<file path="src/rtl/twoway_rcache_pkg.sv">
package twoway_rcache_pkg;

  typedef enum logic {
    ST_LOOK = 1'b0,
    ST_FILL = 1'b1
  } ctrlState_t;

  // Strobes from control to datapath, one cycle each
  typedef struct packed {
    logic latchMiss;    // capture miss address and victim way
    logic wordWe;       // write refill word into victim way
    logic installLine;  // set tag/valid of victim, update LRU
    logic lruTouch;     // hit: move LRU away from hit way
  } cacheStrobe_t;

endpackage

</file>
<file path="src/rtl/twoway_rcache_way.sv">
module twoway_rcache_way #(
  parameter int DATA_W = 32,
  parameter int SETS   = 8,
  parameter int WORDS  = 4,
  parameter int TAG_W  = 9,
  localparam int SET_W  = $clog2(SETS),
  localparam int WORD_W = $clog2(WORDS),
  localparam int LINE_W = SET_W + WORD_W
) (
  input  logic              clk,
  input  logic              rstN,
  input  logic [SET_W-1:0]  lookSet,
  input  logic [TAG_W-1:0]  lookTag,
  input  logic [WORD_W-1:0] lookWord,
  input  logic [SET_W-1:0]  fillSet,
  input  logic [TAG_W-1:0]  fillTag,
  input  logic [WORD_W-1:0] fillWord,
  input  logic [DATA_W-1:0] fillData,
  input  logic              wordWe,
  input  logic              installLine,
  output logic              wayHit,
  output logic              wayValid,
  output logic [TAG_W-1:0]  wayTag,
  output logic [DATA_W-1:0] wayData
);

  logic [SETS-1:0]         validQ;
  logic [TAG_W-1:0]        tagQ  [SETS];
  logic [DATA_W-1:0]       dataQ [SETS*WORDS];

  always_ff @(posedge clk) begin
    if (!rstN) begin
      validQ <= '0;
    end else if (installLine) begin
      validQ[fillSet] <= 1'b1;
    end
  end

  always_ff @(posedge clk) begin
    if (installLine) begin
      tagQ[fillSet] <= fillTag;
    end
    if (wordWe) begin
      dataQ[LINE_W'({fillSet, fillWord})] <= fillData;
    end
  end

  assign wayValid = validQ[lookSet];
  assign wayTag   = tagQ[lookSet];
  assign wayHit   = wayValid && (wayTag == lookTag);
  assign wayData  = dataQ[LINE_W'({lookSet, lookWord})];

endmodule

</file>
<file path="src/rtl/twoway_rcache_dp.sv">
module twoway_rcache_dp
  import twoway_rcache_pkg::*;
#(
  parameter int ADDR_W = 16,
  parameter int DATA_W = 32,
  parameter int SETS   = 8,
  parameter int WORDS  = 4,
  localparam int BYTE_W = $clog2(DATA_W/8),
  localparam int WORD_W = $clog2(WORDS),
  localparam int SET_W  = $clog2(SETS),
  localparam int TAG_W  = ADDR_W - SET_W - WORD_W - BYTE_W
) (
  input  logic              clk,
  input  logic              rstN,
  input  logic [ADDR_W-1:0] lookAddr,
  input  cacheStrobe_t      strb,
  input  logic [WORD_W-1:0] fillIdx,
  input  logic [DATA_W-1:0] memRespData,
  output logic              hit,
  output logic [DATA_W-1:0] respData,
  output logic [ADDR_W-1:0] memAddr
);

  localparam int WORD_LSB = BYTE_W;
  localparam int SET_LSB  = BYTE_W + WORD_W;
  localparam int TAG_LSB  = SET_LSB + SET_W;

  logic [TAG_W-1:0]  lookTag;
  logic [SET_W-1:0]  lookSet;
  logic [WORD_W-1:0] lookWord;

  assign lookTag  = lookAddr[ADDR_W-1:TAG_LSB];
  assign lookSet  = lookAddr[TAG_LSB-1:SET_LSB];
  assign lookWord = lookAddr[SET_LSB-1:WORD_LSB];

  logic [TAG_W-1:0] missTagQ;
  logic [SET_W-1:0] missSetQ;
  logic             victimQ;
  logic [SETS-1:0]  lruQ;   // way to replace next in each set

  logic [1:0]        wayHit;
  logic [1:0]        wayValid;
  logic [TAG_W-1:0]  wayTag  [2];
  logic [DATA_W-1:0] wayData [2];

  for (genvar w = 0; w < 2; w++) begin : g_way
    twoway_rcache_way #(
      .DATA_W(DATA_W), .SETS(SETS), .WORDS(WORDS), .TAG_W(TAG_W)
    ) u_way (
      .clk        (clk),
      .rstN       (rstN),
      .lookSet    (lookSet),
      .lookTag    (lookTag),
      .lookWord   (lookWord),
      .fillSet    (missSetQ),
      .fillTag    (missTagQ),
      .fillWord   (fillIdx),
      .fillData   (memRespData),
      .wordWe     (strb.wordWe && (victimQ == 1'(w))),
      .installLine(strb.installLine && (victimQ == 1'(w))),
      .wayHit     (wayHit[w]),
      .wayValid   (wayValid[w]),
      .wayTag     (wayTag[w]),
      .wayData    (wayData[w])
    );
  end

  // Way-hit signals drive the output mux; overall hit is their OR
  assign hit      = |wayHit;
  assign respData = wayHit[1] ? wayData[1] : wayData[0];
  assign memAddr  = {missTagQ, missSetQ, fillIdx, {BYTE_W{1'b0}}};

  logic pickWay;
  always_comb begin
    if (!wayValid[0])      pickWay = 1'b0;
    else if (!wayValid[1]) pickWay = 1'b1;
    else                   pickWay = lruQ[lookSet];
  end

  always_ff @(posedge clk) begin
    if (!rstN) begin
      missTagQ <= '0;
      missSetQ <= '0;
      victimQ  <= 1'b0;
    end else if (strb.latchMiss) begin
      missTagQ <= lookTag;
      missSetQ <= lookSet;
      victimQ  <= pickWay;
    end
  end

  always_ff @(posedge clk) begin
    if (!rstN) begin
      lruQ <= '0;
    end else if (strb.lruTouch) begin
      lruQ[lookSet] <= ~wayHit[1];
    end else if (strb.installLine) begin
      lruQ[missSetQ] <= ~victimQ;
    end
  end

  AST_NO_DUP_TAG: assert property (@(posedge clk) disable iff (!rstN)
    !(wayValid[0] && wayValid[1] && (wayTag[0] == wayTag[1]))) else $error("dup tag");
  AST_ONE_WAY_HIT: assert property (@(posedge clk) disable iff (!rstN)
    $onehot0(wayHit)) else $error("two ways hit");
  AST_INVALID_FIRST: assert property (@(posedge clk) disable iff (!rstN)
    (strb.latchMiss && !wayValid[0]) |=> (victimQ == 1'b0)) else $error("victim not invalid way");
  AST_LRU_VICTIM: assert property (@(posedge clk) disable iff (!rstN)
    (strb.latchMiss && (&wayValid)) |=> (victimQ == $past(lruQ[lookSet]))) else $error("victim not lru");
  AST_LRU_AFTER_HIT: assert property (@(posedge clk) disable iff (!rstN)
    strb.lruTouch |=> (lruQ[$past(lookSet)] != $past(wayHit[1]))) else $error("lru not moved");

endmodule

</file>
<file path="src/rtl/twoway_rcache_ctrl.sv">
module twoway_rcache_ctrl
  import twoway_rcache_pkg::*;
#(
  parameter int WORDS = 4,
  localparam int WORD_W = $clog2(WORDS)
) (
  input  logic              clk,
  input  logic              rstN,
  input  logic              reqValid,
  input  logic              hit,
  input  logic              memRespValid,
  output cacheStrobe_t      strb,
  output logic [WORD_W-1:0] fillIdx,
  output logic              memReqValid,
  output logic              stall,
  output logic              respValid
);

  localparam logic [WORD_W-1:0] LAST_IDX = WORD_W'(WORDS - 1);

  ctrlState_t        stateQ, stateD;
  logic [WORD_W-1:0] idxQ, idxD;

  always_comb begin
    strb   = '0;
    stateD = stateQ;
    idxD   = idxQ;
    unique case (stateQ)
      ST_LOOK: begin
        if (reqValid && hit) begin
          strb.lruTouch = 1'b1;
        end else if (reqValid) begin
          strb.latchMiss = 1'b1;
          stateD         = ST_FILL;
          idxD           = '0;
        end
      end
      ST_FILL: begin
        if (memRespValid) begin
          strb.wordWe = 1'b1;
          if (idxQ == LAST_IDX) begin
            strb.installLine = 1'b1;
            stateD           = ST_LOOK;
          end else begin
            idxD = idxQ + 1'b1;
          end
        end
      end
      default: stateD = ST_LOOK;
    endcase
  end

  always_ff @(posedge clk) begin
    if (!rstN) begin
      stateQ <= ST_LOOK;
      idxQ   <= '0;
    end else begin
      stateQ <= stateD;
      idxQ   <= idxD;
    end
  end

  assign fillIdx     = idxQ;
  assign memReqValid = (stateQ == ST_FILL);
  assign respValid   = (stateQ == ST_LOOK) && reqValid && hit;
  assign stall       = (stateQ == ST_FILL) || (reqValid && !hit);

  AST_FILL_ORDER: assert property (@(posedge clk) disable iff (!rstN)
    (memReqValid && memRespValid && (idxQ != LAST_IDX)) |=> (idxQ == $past(idxQ) + 1'b1)) else $error("fill order");
  AST_FILL_ENDS: assert property (@(posedge clk) disable iff (!rstN)
    (memReqValid && memRespValid && (idxQ == LAST_IDX)) |=> !memReqValid) else $error("fill overrun");

endmodule

</file>
<file path="src/rtl/twoway_rcache.sv">
module twoway_rcache
  import twoway_rcache_pkg::*;
#(
  parameter int ADDR_W = 16,
  parameter int DATA_W = 32,
  parameter int SETS   = 8,
  parameter int WORDS  = 4
) (
  input  logic              clk,
  input  logic              rstN,
  input  logic              reqValid,
  input  logic [ADDR_W-1:0] reqAddr,
  output logic              stall,
  output logic              respValid,
  output logic [DATA_W-1:0] respData,
  output logic              memReqValid,
  output logic [ADDR_W-1:0] memAddr,
  input  logic              memRespValid,
  input  logic [DATA_W-1:0] memRespData
);

  localparam int WORD_W = $clog2(WORDS);

  cacheStrobe_t      strb;
  logic [WORD_W-1:0] fillIdx;
  logic              hit;

  twoway_rcache_ctrl #(.WORDS(WORDS)) u_ctrl (
    .clk         (clk),
    .rstN        (rstN),
    .reqValid    (reqValid),
    .hit         (hit),
    .memRespValid(memRespValid),
    .strb        (strb),
    .fillIdx     (fillIdx),
    .memReqValid (memReqValid),
    .stall       (stall),
    .respValid   (respValid)
  );

  twoway_rcache_dp #(
    .ADDR_W(ADDR_W), .DATA_W(DATA_W), .SETS(SETS), .WORDS(WORDS)
  ) u_dp (
    .clk        (clk),
    .rstN       (rstN),
    .lookAddr   (reqAddr),
    .strb       (strb),
    .fillIdx    (fillIdx),
    .memRespData(memRespData),
    .hit        (hit),
    .respData   (respData),
    .memAddr    (memAddr)
  );

  AST_HIT_QUIET_MEM: assert property (@(posedge clk) disable iff (!rstN)
    respValid |-> !memReqValid) else $error("mem busy on hit");
  AST_MISS_STALLS: assert property (@(posedge clk) disable iff (!rstN)
    (reqValid && !respValid) |-> stall) else $error("miss without stall");
  AST_ADDR_HELD: assert property (@(posedge clk) disable iff (!rstN)
    (memReqValid && !memRespValid) |=> (memReqValid && $stable(memAddr))) else $error("mem addr moved");

endmodule

</file>
<file path="config.mk">
export PLATFORM = sky130hd
export DESIGN_NAME = twoway_rcache
export DESIGN_NICKNAME = d
export VERILOG_FILES = /design/src/rtl/twoway_rcache_pkg.sv /design/src/rtl/twoway_rcache_way.sv /design/src/rtl/twoway_rcache_dp.sv /design/src/rtl/twoway_rcache_ctrl.sv /design/src/rtl/twoway_rcache.sv
export SDC_FILE = /design/constraint.sdc
export NUM_CORES = 2
export LEC_CHECK = 0
export BUFFER_PORTS_ARGS = -buffer_cell sky130_fd_sc_hd__buf_2
export CAP_MARGIN = 15
export CORE_UTILIZATION = 45
export CTS_CLUSTER_DIAMETER = 30
export DETAILED_ROUTE_END_ITERATION = 8
export SKIP_CTS_REPAIR_TIMING = 1
export SLEW_MARGIN = 20
export SYNTH_ARGS = -nofsm -noshare
export SYNTH_HDL_FRONTEND = slang
export SYNTH_SLANG_ARGS = --single-unit
</file>
<file path="constraint.sdc">
create_clock -name clk -period 2.8 [get_ports clk]
set_input_delay 0.14 -clock clk [delete_from_list [all_inputs] [get_ports clk]]
set_output_delay 0.14 -clock clk [all_outputs]
set_load 0.01 [all_outputs]
</file>
==> results.md <==
- Status: complete, but fails checks
- P_sw: 0.0191 W
- IO Port Bufs: 98
- WHS: -0.0238 ns
- PD cells: 856 mW/mm2
- Inst Count DP: about 6,400
- Root Buffer Master: clkbuf_16
- Clock power frac: 0.563
- Non-Filler Instances: ~7,300
- Drt wl/cell: 31.7 um
- DR vias: about 44,000
- Fin util: 0.582
- Crit. End Element: output port
- Crit path DAT: approximately 3.6 ns
- Sequential group share of total power: 0.398
- Hold depth: 1
- Max FO, Critical Path: 8
- IO Pins: between 100 and 150
- Max-slew headroom: 0.275
- Reg-to-reg endpoint: u_dp.lruQ[2]$_SDFFE_PN0P_
- Worst Hold Launch: memRespData[5]
- Starting density of the core: 0.455
- ANT nets after route: 0
- Total Wirelength: 232,000 um
- Req. time, crit path: approximately 2.7 ns
- Fmax: 0.266 GHz
- Final instance area: 0.108 mm2
- Tightest Pin Transition: approximately 1.1 ns
- Reg clk slew, reported paths: 0.05 ns
- Initial antenna violation count: 1
- Fin nets: about 4,500
- Fillers: around 13,000
- Setup-failing EPs final: 34
- CTS Buf Count: between 400 and 500
- Post-synth top area share: 0.778
- DP Area: between 0.09 and 0.1 mm2
- GRT Total Usage: 0.241
- Detailed-placement wirelength estimate: roughly 130,000 um
- Syn-to-layout area delta: 28.0%
- Synth warn: 0
- CTS tree: yes
- Fin Setup TNS: -29.06 ns
- DRT Pass-1 Iters: 5
- Synth Area in XOR/XNOR: 0.00114
- Sequential area share after synthesis: 0.788
- Top post-synthesis cells by area: edfxtp_1 78%, mux4_2 14%, a22oi_1 1.2%
- Largest family of logic cells by synthesized area: multiplexers
- Maximum clock path buffer count: 4
- Setup slack, reg-to-reg: 0.07 ns
- Post-synthesis simple-gate area fraction: 0.0138
- DRC Markers: 0
- P_leak: approximately 35 nW
- Sw Share: 0.207
- Die X: 435 um
- Int Pwr: approximately 0.074 W
- Pwr Total: between 0.09 and 0.1 W
- Failing checks: negative hold slack, negative setup slack
- Synth Area in Adders: 0.000592
- Die height: around 440 um
- FF+latch count, synth: 2,232
- Synth Cell Area: ~0.085 mm2
- Final Hold Fails: 30
- Worst clock skew: 0.0594 ns
- R2r worst-path depth: 12
- Multiplexer area fraction after synthesis: 0.150
- Die area: about 0.19 mm2
- Worst r2r src: u_dp.g_way[1].u_way.tagQ[1][8]$_DFFE_PP_
- Primary FF master, synth: edfxtp_1
- RD Place Congestion: approximately 0.80
- Cell count after synthesis: roughly 3,700
- FFs w/ async S/R, synth: 0
- Most frequent cells in the layout: 2,192 x edfxtp_1, 525 x mux4_2, 448 x clkbuf_16, 261 x buf_4, 139 x buf_12
- Hold Crit Class: in2reg
- Combinational share of power: 0.039
- Synth area leader: edfxtp_1
- CTS H-tree lvls: 5
- Num rows: about 160
- Number of max-cap violations: 0
- Worst skew pair latency: around 0.97 ns
- Share of cells above drive strength 1: 0.386
- Syn avg cell area: about 23 um2
- CTS Sinks: 2,232
- Final min period: roughly 3.8 ns
- Tcrit/Tclk final: 1.34
- CP Launch Type: flip-flop
- Commonest non-fill, non-tap cell in the layout: edfxtp_1
- Max Slew Vio Count: 0
- CP Class: reg2out
- Max VDD drop: between 0.7 and 0.8 mV
- PnR worst setup slack: -0.965 ns
- Post-synth EDFFs: about 2,200
- Starting DRT DRC Count: approximately 4,700
- WHS Endpoint: u_dp.g_way[1].u_way.dataQ[2][5]$_DFFE_PP_
- Compound-gate portion of the synthesized area: 0.0347
- Distinct cells, synth: 61
- RSZ-0062 raised after global routing: yes
- Core Box Area: roughly 0.19 mm2
- DR vias/cell: about 6
- Vias in the first global route: approximately 44,000
- First-pass GRT wire length: between 300,000 and 400,000 um
- Grt ovf: 0
- Largest net degree at the start of global routing: 65
## cell families after synthesis
kind of cell             after synthesis
AO/OA/AOI/OAI                        378
XOR/XNOR                              11
adder cells (fa/ha/maj)                4
buffers and inverters                231
flip-flops                          2232
multiplexers                         603
other                                  1
AND/OR/NAND/NOR                      247
## cells in the mapped netlist (3+ instances only)
library cell  count
a21o_1           11
xor2_1            4
inv_1             4
xnor2_1           7
mux4_2          525
dfxtp_1          40
nand3_1           9
buf_6            12
nand2_1          35
a21oi_1           4
buf_4             6
and3_1            8
and2_1            3
nand3b_1          7
a31oi_1          33
a22o_1           69
clkbuf_1        171
a221oi_1         72
buf_1            23
nand4_1          37
ha_1              4
nor2b_1           6
o21a_1           21
or3_1             3
edfxtp_1       2192
mux2_2            8
nor2_1          122
mux2i_1          66
nand2b_1          3
a22oi_1         138
o21ai_0          14
o22ai_1           4
buf_2            11
## metrics by stage
| step | setup slack (ns) | hold slack (ns) |
|---|---|---|
| final | -0.965 | -0.0238 |
| after global routing | -1.07 | 0.00132 |
| after CTS | -1.27 | -0.541 |
| after detailed placement | -0.404 | 0.448 |
| after global placement | -0.360 | 0.443 |
| after floorplan | -0.351 | 0.239 |
## power by group through the flow
| stage | Combinational [W] | Clock, W | Sequential [W] |
|---|---|---|---|
| floorplan | 0.00161 | 0 | 0.0375 |
| global placement | 0.00350 | 0 | 0.0375 |
| detailed placement | 0.00353 | 0 | 0.0375 |
| CTS | 0.00354 | 0.0527 | 0.0369 |
| global route | 0.00382 | 0.0543 | 0.0369 |
| finish | 0.00364 | 0.0522 | 0.0369 |
## critical path, cell delays in order, from the launching register on
cell and delay, ns:
edfxtp_1 0.35, mux2_2 0.28, a22oi_2 0.11, o211ai_1 0.12
xor2_1 0.17, or4_4 0.61, buf_12 0.18, or2_4 0.37
a31oi_2 0.30, buf_2 0.20
## registers in the layout, indices dropped and copies added (netlist names)
name	count
u_dp.lruQ	8
u_dp.missTagQ	9
u_dp.victimQ	1
u_ctrl.fillIdx	2
u_dp.g_way.u_way.tagQ	144
u_ctrl.memReqValid	1
u_dp.missSetQ	3
u_dp.g_way.u_way.validQ	16
u_dp.g_way.u_way.dataQ	2048
## worst max path at each step
stage               slack [ns]                                     start                                    endpoint  cells past startpoint
floorplan                -0.35            u_ctrl.fillIdx[0]$_SDFFE_PN0P_  u_dp.g_way[0].u_way.dataQ[19][0]$_DFFE_PP_                      6
global placement         -0.36                                reqAddr[4]                                respData[11]                     10
detailed placement       -0.40                                reqAddr[4]                                respData[11]                     10
CTS                      -1.27  u_dp.g_way[1].u_way.tagQ[4][7]$_DFFE_PP_                                respData[11]                      8
global route             -1.07  u_dp.g_way[1].u_way.tagQ[0][8]$_DFFE_PP_                                respData[12]                     10
finish                   -0.97  u_dp.g_way[1].u_way.tagQ[1][8]$_DFFE_PP_                                respData[16]                      9
## final cells by class
cell class / instances / area [um2] / share of cell area
diodes: 1 / 2.50 / 0.0000231
clock buffers: 497 / 11400 / 0.106
clock inverters: 309 / 3510 / 0.0325
inverters: 5 / 18.8 / 0.000173
multi-input cells: 1249 / 17800 / 0.164
flip-flops and latches: 2232 / 66600 / 0.615
well taps: 2480 / 3100 / 0.0287
repair buffers: 540 / 5820 / 0.0538
## metal layers
layer	track usage	share of wire	up-vias
met5	0	0	-
met4	0.0918	0.037	0
met3	0.0483	0.074	339
met2	0.380	0.48	1917
met1	0.333	0.41	23656
li1	-	-	17718
No activity file was read; power rests on OpenSTA's default activity.
